--- config.mk ---
export PLATFORM = sky130hd
export DESIGN_NAME = serdes_cr_master
export DESIGN_NICKNAME = d
export VERILOG_FILES = /design/src/rtl/serdes_cr_pkg.sv /design/src/rtl/cr_window_map.sv /design/src/rtl/cr_down_timer.sv /design/src/rtl/cr_access_fsm.sv /design/src/rtl/serdes_cr_master.sv
export SDC_FILE = /design/constraint.sdc
export NUM_CORES = 1
export LEC_CHECK = 0
export BUFFER_PORTS_ARGS = -buffer_cell sky130_fd_sc_hd__buf_4
export CORE_UTILIZATION = 50
export CTS_CLUSTER_DIAMETER = 200
export DETAILED_ROUTE_END_ITERATION = 8
export PLACE_DENSITY = 0.89
export REMOVE_ABC_BUFFERS = 1
export SLEW_MARGIN = 25
export SYNTH_ARGS = -nofsm -noshare
export SYNTH_HDL_FRONTEND = slang
export SYNTH_HIERARCHICAL = 1
export SYNTH_SLANG_ARGS = --single-unit
--- constraint.sdc ---
create_clock -name clk -period 2.3 [get_ports clk]
set_input_delay 0.46 -clock clk [delete_from_list [all_inputs] [get_ports clk]]
set_output_delay 0.46 -clock clk [all_outputs]
set_load 0.02 [all_outputs]
--- src/rtl/serdes_cr_pkg.sv ---
package serdes_cr_pkg;

  localparam int unsigned CR_AW = 16;

  localparam logic [CR_AW-1:0] CR_REG_CTL = 16'h80a0;
  localparam logic [CR_AW-1:0] CR_REG_ADR = 16'h80a1;
  localparam logic [CR_AW-1:0] CR_REG_DAT = 16'h80a2;

  localparam logic [CR_AW-1:0] CR_CMD_RD  = 16'h0001;
  localparam logic [CR_AW-1:0] CR_CMD_WR  = 16'h0003;

  localparam int unsigned CR_BUSY_BIT = 0;

  localparam logic [11:0] WIN_PAGE_OFF = 12'h800;

  typedef enum logic [2:0] {
    PH_IDLE,
    PH_PAGE,
    PH_ACCESS,
    PH_LATENCY,
    PH_BACKOFF
  } phase_t;

  typedef enum logic [2:0] {
    SP_POLL_PRE,
    SP_LOAD_ADR,
    SP_LOAD_DAT,
    SP_KICK,
    SP_POLL_POST,
    SP_FETCH
  } step_t;

endpackage

--- src/rtl/cr_window_map.sv ---
module cr_window_map
  import serdes_cr_pkg::*;
#(
  parameter int unsigned ADDR_W = 12,
  parameter int unsigned DATA_W = 16,
  parameter int unsigned DEV_W  = 5
) (
  input  logic [DEV_W-1:0]  dev,
  input  logic [CR_AW-1:0]  ctl_reg,
  output logic [DATA_W-1:0] page_word,
  output logic [ADDR_W-1:0] win_off
);

  // page = device selector above the upper seven register address bits
  assign page_word = DATA_W'({dev, ctl_reg[CR_AW-1:9]});
  // window offset = low nine register bits as a word index
  assign win_off   = ADDR_W'({ctl_reg[8:0], 2'b00});

endmodule

--- src/rtl/cr_down_timer.sv ---
module cr_down_timer #(
  parameter int unsigned CNT_W = 8
) (
  input  logic             clk,
  input  logic             rst_n,
  input  logic             load,
  input  logic [CNT_W-1:0] load_val,
  output logic             zero
);

  logic [CNT_W-1:0] cnt_q, cnt_d;
  logic             cnt_en;

  always_comb begin
    cnt_en = load | (cnt_q != '0);
    cnt_d  = load ? load_val : (cnt_q - CNT_W'(1));
  end

  always_ff @(posedge clk or negedge rst_n) begin
    if (!rst_n) begin
      cnt_q <= '0;
    end else if (cnt_en) begin
      cnt_q <= cnt_d;
    end
  end

  assign zero = (cnt_q == '0);

endmodule

--- src/rtl/cr_access_fsm.sv ---
module cr_access_fsm
  import serdes_cr_pkg::*;
#(
  parameter int unsigned DATA_W   = 16,
  parameter int unsigned DEV_W    = 5,
  parameter int unsigned WAIT_CYC = 4,
  parameter int unsigned RD_LAT   = 1,
  parameter int unsigned CNT_W    = 3
) (
  input  logic              clk,
  input  logic              rst_n,
  input  logic              req_valid,
  input  logic              req_write,
  input  logic [CR_AW-1:0]  req_addr,
  input  logic [DATA_W-1:0] req_wdata,
  input  logic [DEV_W-1:0]  req_dev,
  input  logic [DATA_W-1:0] bus_rdata,
  input  logic              tmr_zero,
  output logic              req_ready,
  output logic              rsp_done,
  output logic [DATA_W-1:0] rsp_rdata,
  output logic              acc_page,
  output logic              acc_win,
  output logic              acc_read,
  output logic [DATA_W-1:0] acc_wdata,
  output logic [CR_AW-1:0]  cur_reg,
  output logic [DEV_W-1:0]  cur_dev,
  output logic              tmr_load,
  output logic [CNT_W-1:0]  tmr_val
);

  phase_t phase_q, phase_d;
  step_t  step_q, step_d, step_nx;
  logic   done_q, done_d;
  logic   cap_req, cap_rd;

  logic              is_wr_q;
  logic [CR_AW-1:0]  tgt_q;
  logic [DATA_W-1:0] wdat_q;
  logic [DATA_W-1:0] rdata_q;
  logic [DEV_W-1:0]  dev_q;

  logic              step_rd;
  logic [CR_AW-1:0]  step_reg;
  logic [DATA_W-1:0] step_dat;

  // per-step decode: which lane register, direction, payload, successor
  always_comb begin
    step_rd  = 1'b0;
    step_reg = CR_REG_CTL;
    step_dat = '0;
    step_nx  = step_q;
    case (step_q)
      SP_POLL_PRE: begin
        step_rd = 1'b1;
        step_nx = SP_LOAD_ADR;
      end
      SP_LOAD_ADR: begin
        step_reg = CR_REG_ADR;
        step_dat = DATA_W'(tgt_q);
        step_nx  = is_wr_q ? SP_LOAD_DAT : SP_KICK;
      end
      SP_LOAD_DAT: begin
        step_reg = CR_REG_DAT;
        step_dat = wdat_q;
        step_nx  = SP_KICK;
      end
      SP_KICK: begin
        step_dat = DATA_W'(is_wr_q ? CR_CMD_WR : CR_CMD_RD);
        step_nx  = SP_POLL_POST;
      end
      SP_POLL_POST: begin
        step_rd = 1'b1;
        step_nx = SP_FETCH;
      end
      SP_FETCH: begin
        step_reg = CR_REG_DAT;
        step_rd  = 1'b1;
      end
      default: ;
    endcase
  end

  // next-state
  always_comb begin
    phase_d  = phase_q;
    step_d   = step_q;
    done_d   = 1'b0;
    cap_req  = 1'b0;
    cap_rd   = 1'b0;
    tmr_load = 1'b0;
    tmr_val  = '0;
    case (phase_q)
      PH_IDLE: begin
        if (req_valid) begin
          cap_req = 1'b1;
          step_d  = SP_POLL_PRE;
          phase_d = PH_PAGE;
        end
      end
      PH_PAGE: begin
        phase_d = PH_ACCESS;
      end
      PH_ACCESS: begin
        if (step_rd) begin
          tmr_load = 1'b1;
          tmr_val  = CNT_W'(RD_LAT - 1);
          phase_d  = PH_LATENCY;
        end else if ((step_q == SP_KICK) && is_wr_q) begin
          done_d  = 1'b1;
          phase_d = PH_IDLE;
        end else begin
          step_d  = step_nx;
          phase_d = PH_PAGE;
        end
      end
      PH_LATENCY: begin
        if (tmr_zero) begin
          if (step_q == SP_FETCH) begin
            cap_rd  = 1'b1;
            done_d  = 1'b1;
            phase_d = PH_IDLE;
          end else if (bus_rdata[CR_BUSY_BIT]) begin
            tmr_load = 1'b1;
            tmr_val  = CNT_W'(WAIT_CYC - 1);
            phase_d  = PH_BACKOFF;
          end else begin
            step_d  = step_nx;
            phase_d = PH_PAGE;
          end
        end
      end
      PH_BACKOFF: begin
        if (tmr_zero) begin
          phase_d = PH_PAGE;
        end
      end
      default: phase_d = PH_IDLE;
    endcase
  end

  // control state
  always_ff @(posedge clk or negedge rst_n) begin
    if (!rst_n) begin
      phase_q <= PH_IDLE;
      step_q  <= SP_POLL_PRE;
      done_q  <= 1'b0;
    end else begin
      phase_q <= phase_d;
      step_q  <= step_d;
      done_q  <= done_d;
    end
  end

  // request capture, enabled on acceptance only
  always_ff @(posedge clk) begin
    if (cap_req) begin
      is_wr_q <= req_write;
      tgt_q   <= req_addr;
      wdat_q  <= req_wdata;
      dev_q   <= req_dev;
    end
  end

  // result capture, enabled on the data-register sample only
  always_ff @(posedge clk) begin
    if (cap_rd) begin
      rdata_q <= bus_rdata;
    end
  end

  assign req_ready = (phase_q == PH_IDLE);
  assign rsp_done  = done_q;
  assign rsp_rdata = rdata_q;
  assign acc_page  = (phase_q == PH_PAGE);
  assign acc_win   = (phase_q == PH_ACCESS);
  assign acc_read  = step_rd;
  assign acc_wdata = step_dat;
  assign cur_reg   = step_reg;
  assign cur_dev   = dev_q;

endmodule

--- src/rtl/serdes_cr_master.sv ---
module serdes_cr_master
  import serdes_cr_pkg::*;
#(
  parameter int unsigned ADDR_W   = 12,
  parameter int unsigned DATA_W   = 16,
  parameter int unsigned DEV_W    = 5,
  parameter int unsigned WAIT_CYC = 250,
  parameter int unsigned RD_LAT   = 1
) (
  input  logic              clk,
  input  logic              rst_n,
  input  logic              req_valid,
  output logic              req_ready,
  input  logic              req_write,
  input  logic [CR_AW-1:0]  req_addr,
  input  logic [DATA_W-1:0] req_wdata,
  input  logic [DEV_W-1:0]  req_dev,
  output logic              rsp_done,
  output logic [DATA_W-1:0] rsp_rdata,
  output logic [ADDR_W-1:0] bus_addr,
  output logic              bus_we,
  output logic              bus_re,
  output logic [DATA_W-1:0] bus_wdata,
  input  logic [DATA_W-1:0] bus_rdata
);

  localparam int unsigned SPAN  = (WAIT_CYC > RD_LAT) ? WAIT_CYC : RD_LAT;
  localparam int unsigned CNT_W = $clog2(SPAN + 1);
  localparam logic [ADDR_W-1:0] PAGE_OFF = ADDR_W'(WIN_PAGE_OFF);

  if (RD_LAT < 1) begin : g_bad_lat
    $error("RD_LAT must be at least one cycle");
  end
  if (WAIT_CYC < 1) begin : g_bad_wait
    $error("WAIT_CYC must be at least one cycle");
  end

  // reset: asserted asynchronously, released on the clock
  logic rst_meta, rst_sync;
  always_ff @(posedge clk or negedge rst_n) begin
    if (!rst_n) begin
      rst_meta <= 1'b0;
      rst_sync <= 1'b0;
    end else begin
      rst_meta <= 1'b1;
      rst_sync <= rst_meta;
    end
  end

  logic              acc_page, acc_win, acc_read;
  logic [DATA_W-1:0] acc_wdata;
  logic [CR_AW-1:0]  cur_reg;
  logic [DEV_W-1:0]  cur_dev;
  logic              tmr_load, tmr_zero;
  logic [CNT_W-1:0]  tmr_val;
  logic [DATA_W-1:0] page_word;
  logic [ADDR_W-1:0] win_off;

  cr_access_fsm #(
    .DATA_W  (DATA_W),
    .DEV_W   (DEV_W),
    .WAIT_CYC(WAIT_CYC),
    .RD_LAT  (RD_LAT),
    .CNT_W   (CNT_W)
  ) u_fsm (
    .clk      (clk),
    .rst_n    (rst_sync),
    .req_valid(req_valid),
    .req_write(req_write),
    .req_addr (req_addr),
    .req_wdata(req_wdata),
    .req_dev  (req_dev),
    .bus_rdata(bus_rdata),
    .tmr_zero (tmr_zero),
    .req_ready(req_ready),
    .rsp_done (rsp_done),
    .rsp_rdata(rsp_rdata),
    .acc_page (acc_page),
    .acc_win  (acc_win),
    .acc_read (acc_read),
    .acc_wdata(acc_wdata),
    .cur_reg  (cur_reg),
    .cur_dev  (cur_dev),
    .tmr_load (tmr_load),
    .tmr_val  (tmr_val)
  );

  cr_down_timer #(
    .CNT_W(CNT_W)
  ) u_timer (
    .clk     (clk),
    .rst_n   (rst_sync),
    .load    (tmr_load),
    .load_val(tmr_val),
    .zero    (tmr_zero)
  );

  cr_window_map #(
    .ADDR_W(ADDR_W),
    .DATA_W(DATA_W),
    .DEV_W (DEV_W)
  ) u_map (
    .dev      (cur_dev),
    .ctl_reg  (cur_reg),
    .page_word(page_word),
    .win_off  (win_off)
  );

  always_comb begin
    bus_we    = acc_page | (acc_win & ~acc_read);
    bus_re    = acc_win & acc_read;
    bus_addr  = acc_page ? PAGE_OFF : (acc_win ? win_off : '0);
    bus_wdata = acc_page ? page_word : (acc_win ? acc_wdata : '0);
  end

endmodule

==> summary.txt <==
Logic synthesis
  – Asr flop ratio synth: 0.239
  – Largest cells by area after synthesis: edfxtp_1, dfrtp_1, buf_4
  – Post-Syn Area: 3620 um2
  – Synth top area share: 0.448
  – Post-synth top flop: edfxtp_1
  – Sequential-to-total area share from yosys stat: 0.566
  – Syn Inst Count: 311
  – Netlist cell types: 49
  – Largest area contributor in the netlist: edfxtp_1
  – Number of enable flip-flop cells after synthesis: 54
  – #FFs+latches synth: 71
  – Synth warn: 6
  – Average size of a mapped cell: 11.6 um2

Finish
  – Number of fill cells in the layout: 473
  – Leading cell type in the layout, fill and taps excluded: buf_4
  – Area of the multi-input gates: 1210 um2
  – Final nets: 473
  – Most frequent cells in the layout: buf_4, edfxtp_1, nor2_1, conb_1, nand2_1
  – ANT cells: 0
  – Fraction of layout cells with a size suffix above 1: 0.419
  – Final Non-Filler Cells: 516
  – Layout area overhead: 31.8%
  – Storage cell area: 2050 um2
  – Post-layout util: 0.690

Power and ir drop
  – Final Total Pwr: 5.95 mW
  – P_int: 3.78 mW
  – Peak supply drop: 0.684 mV
  – PD cells: 1250 nW/um2
  – Static leakage: 2.03 nW
  – Sequential share of power: 0.300
  – Gate power share: 0.482
  – Net Switching: 2.17 mW
  – Clock Power Share: 0.218
  – Switching Share: 0.364

Global routing
  – First-pass GRT wire length: 11200 um
  – Grt ovf: 0
  – Initial antenna violation count: 0
  – Total GRT Usage: 0.200
  – Number of global-route vias before repair: 2515
  – Pin count of the biggest net entering global routing: 39

Clock tree
  – Clock sinks: 71
  – Max clock buf depth: 2
  – Clock root buffer: clkbuf_8
  – CTS Buf Count: 9
  – CTS tree: done
  – H-tree Lvls: 3
  – Worst-Skew Late Latency: 0.34 ns
  – Worst-path clk slew: 0.07 ns

Placement
  – Port Buffer Count: 97
  – Placed insts: 485
  – Routability cong.: 0.848
  – DP Worst Slack: -0.142 ns
  – Post-DP HPWL: 5280 um

Run
  – MaxCap Viol Count: 0

Floorplanning
  – Core area: 6910 um2
  – Starting Density: 0.524
  – Die area: 7580 um2
  – Row cnt: 30
  – Die Height: 87.1 um
  – I/O pins: 105
  – Die Width: 87.1 um

Setup path
  – Critical Path AT: 1.84 ns
  – Startpoint Class: register
  – CP Capture Type: primary output
  – Reg-to-reg slack, setup: 0.01 ns
  – Setup CP Type: register to primary output
  – Critical path required time: 1.84 ns
  – Crit-path max FO: 11

STA
  – Crit path time final: 2.30 ns
  – Final Worst Setup Slack: -0.00426 ns
  – Peak Freq: 434 MHz
  – Slew headroom: 0.571
  – RSZ-0062 raised after global routing: yes
  – Fin crit share: 1.00
  – Least-Margin Pin Slew: 0.644 ns
  – Final setup vio count: 1
  – Clock skew: 0.00564 ns
  – Hold Fails Final Rpt: 0
  – Setup_tns: -0.00426 ns
  – Slew Viols, Final: 0

Drt
  – WL/cell: 14.8 um
  – Iter 0 DRT Violations: 184
  – Drc violations: 0
  – DRT Wirelength: 7650 um
  – Post-route ant nets: 0
  – DR vias/cell: 5.11
  – Routed via count: 2639
  – Pre-antenna DRT Iters: 5

Outcome
  – Status: complete, but fails checks
  – Failing checks: setup timing

Hold path
  – HP Class: register to async pin
[registers in the layout (all words and copies together) (netlist names)]
register         count
u_fsm/tgt_q         16
u_fsm/step_q         3
rst_meta             1
u_fsm/rsp_done       1
u_fsm/is_wr_q        1
u_timer/cnt_q        8
u_fsm/phase_q        3
u_fsm/wdat_q        16
rst_sync             1
u_fsm/cur_dev        5
u_fsm/rsp_rdata     16
[area by class of cell]
type                    instances  share of cell area
repair buffers                138               0.228
flip-flops and latches         71               0.430
clock inverters                 7              0.0304
well taps                      96              0.0252
multi-input cells             186               0.254
inverters                       9             0.00709
clock buffers                   9              0.0260
[cells in the mapped netlist, types with 5 or more instances]
| cell type | n |
|---|---|
| nor2_1 | 27 |
| a22oi_1 | 15 |
| inv_1 | 9 |
| and2_1 | 14 |
| a22o_1 | 16 |
| dfrtp_1 | 17 |
| nor3_1 | 6 |
| edfxtp_1 | 54 |
| nand2_1 | 19 |
| o31ai_1 | 6 |
| a21oi_1 | 5 |
| buf_2 | 8 |
| buf_4 | 52 |
| o21ai_0 | 8 |
[per-stage QoR]
step,hold slack (ns),instance area (um2)
4_1_cts,0.273,4640
3_5_place_dp,0.245,4290
3_3_place_gp,0.244,4290
2_1_floorplan,0.164,3210
5_1_grt,0.266,4770
6_report,0.267,4770
[power by group through the flow]
stage	clock network (mW)	logic (mW)	registers [mW]
2_1_floorplan	0	1.43	1.83
3_3_place_gp	0	2.39	1.78
3_5_place_dp	0	2.46	1.80
4_1_cts	1.32	2.61	1.79
5_1_grt	1.37	3.08	1.80
6_report	1.30	2.86	1.79
[logic make-up (layout without fill, tap and decap cells)]
family                   Yosys count  after routing  synth area share
buffers and inverters             75            163             0.142
flip-flops                        71             71             0.566
AND/OR/NAND/NOR                   90             91             0.132
XOR/XNOR                           3              3           0.00727
other                              4             24           0.00415
adder cells (fa/ha/maj)            1              1           0.00346
AO/OA/AOI/OAI                     65             65             0.139
multiplexers                       2              2           0.00553
[critical path, stage by stage (launching register included)]
cell,delay [ns]
dfrtp_1,0.47
inv_2,0.13
nor2_4,0.06
buf_4,0.18
a22oi_1,0.22
nor2_1,0.07
a22o_1,0.21
buf_4,0.16
[worst paths after layout]
kind / start / to / cells after the start
min in group clk: req_addr[9] / u_fsm/tgt_q[9] / 1
max reg2reg: u_timer/cnt_q[1] / u_timer/cnt_q[6] / 10
min reg2reg: rst_sync / u_timer/cnt_q[2] / 0
max in group asynchronous: rst_sync / u_fsm/phase_q[0] / 0
min: rst_sync / u_timer/cnt_q[2] / 0
max: u_fsm/step_q[1] / bus_wdata[4] / 7
[routing by layer]
layer,routed length (um),track usage,up-vias
met2,3930,0.351,134
met4,156,0.105,0
met5,0,0,-
li1,-,-,1260
met1,2940,0.218,1227
met3,616,0.0588,18
[repair_timing]
item	4_1_cts	5_1_grt
cloned	1	0
setup endpoints to repair	46	24
resized for setup	10	12
pin swaps	1	6
hold endpoints to repair	2	0
setup buffers	2	11
hold buffers	1	0
No activity file was read; power rests on OpenSTA's default activity.
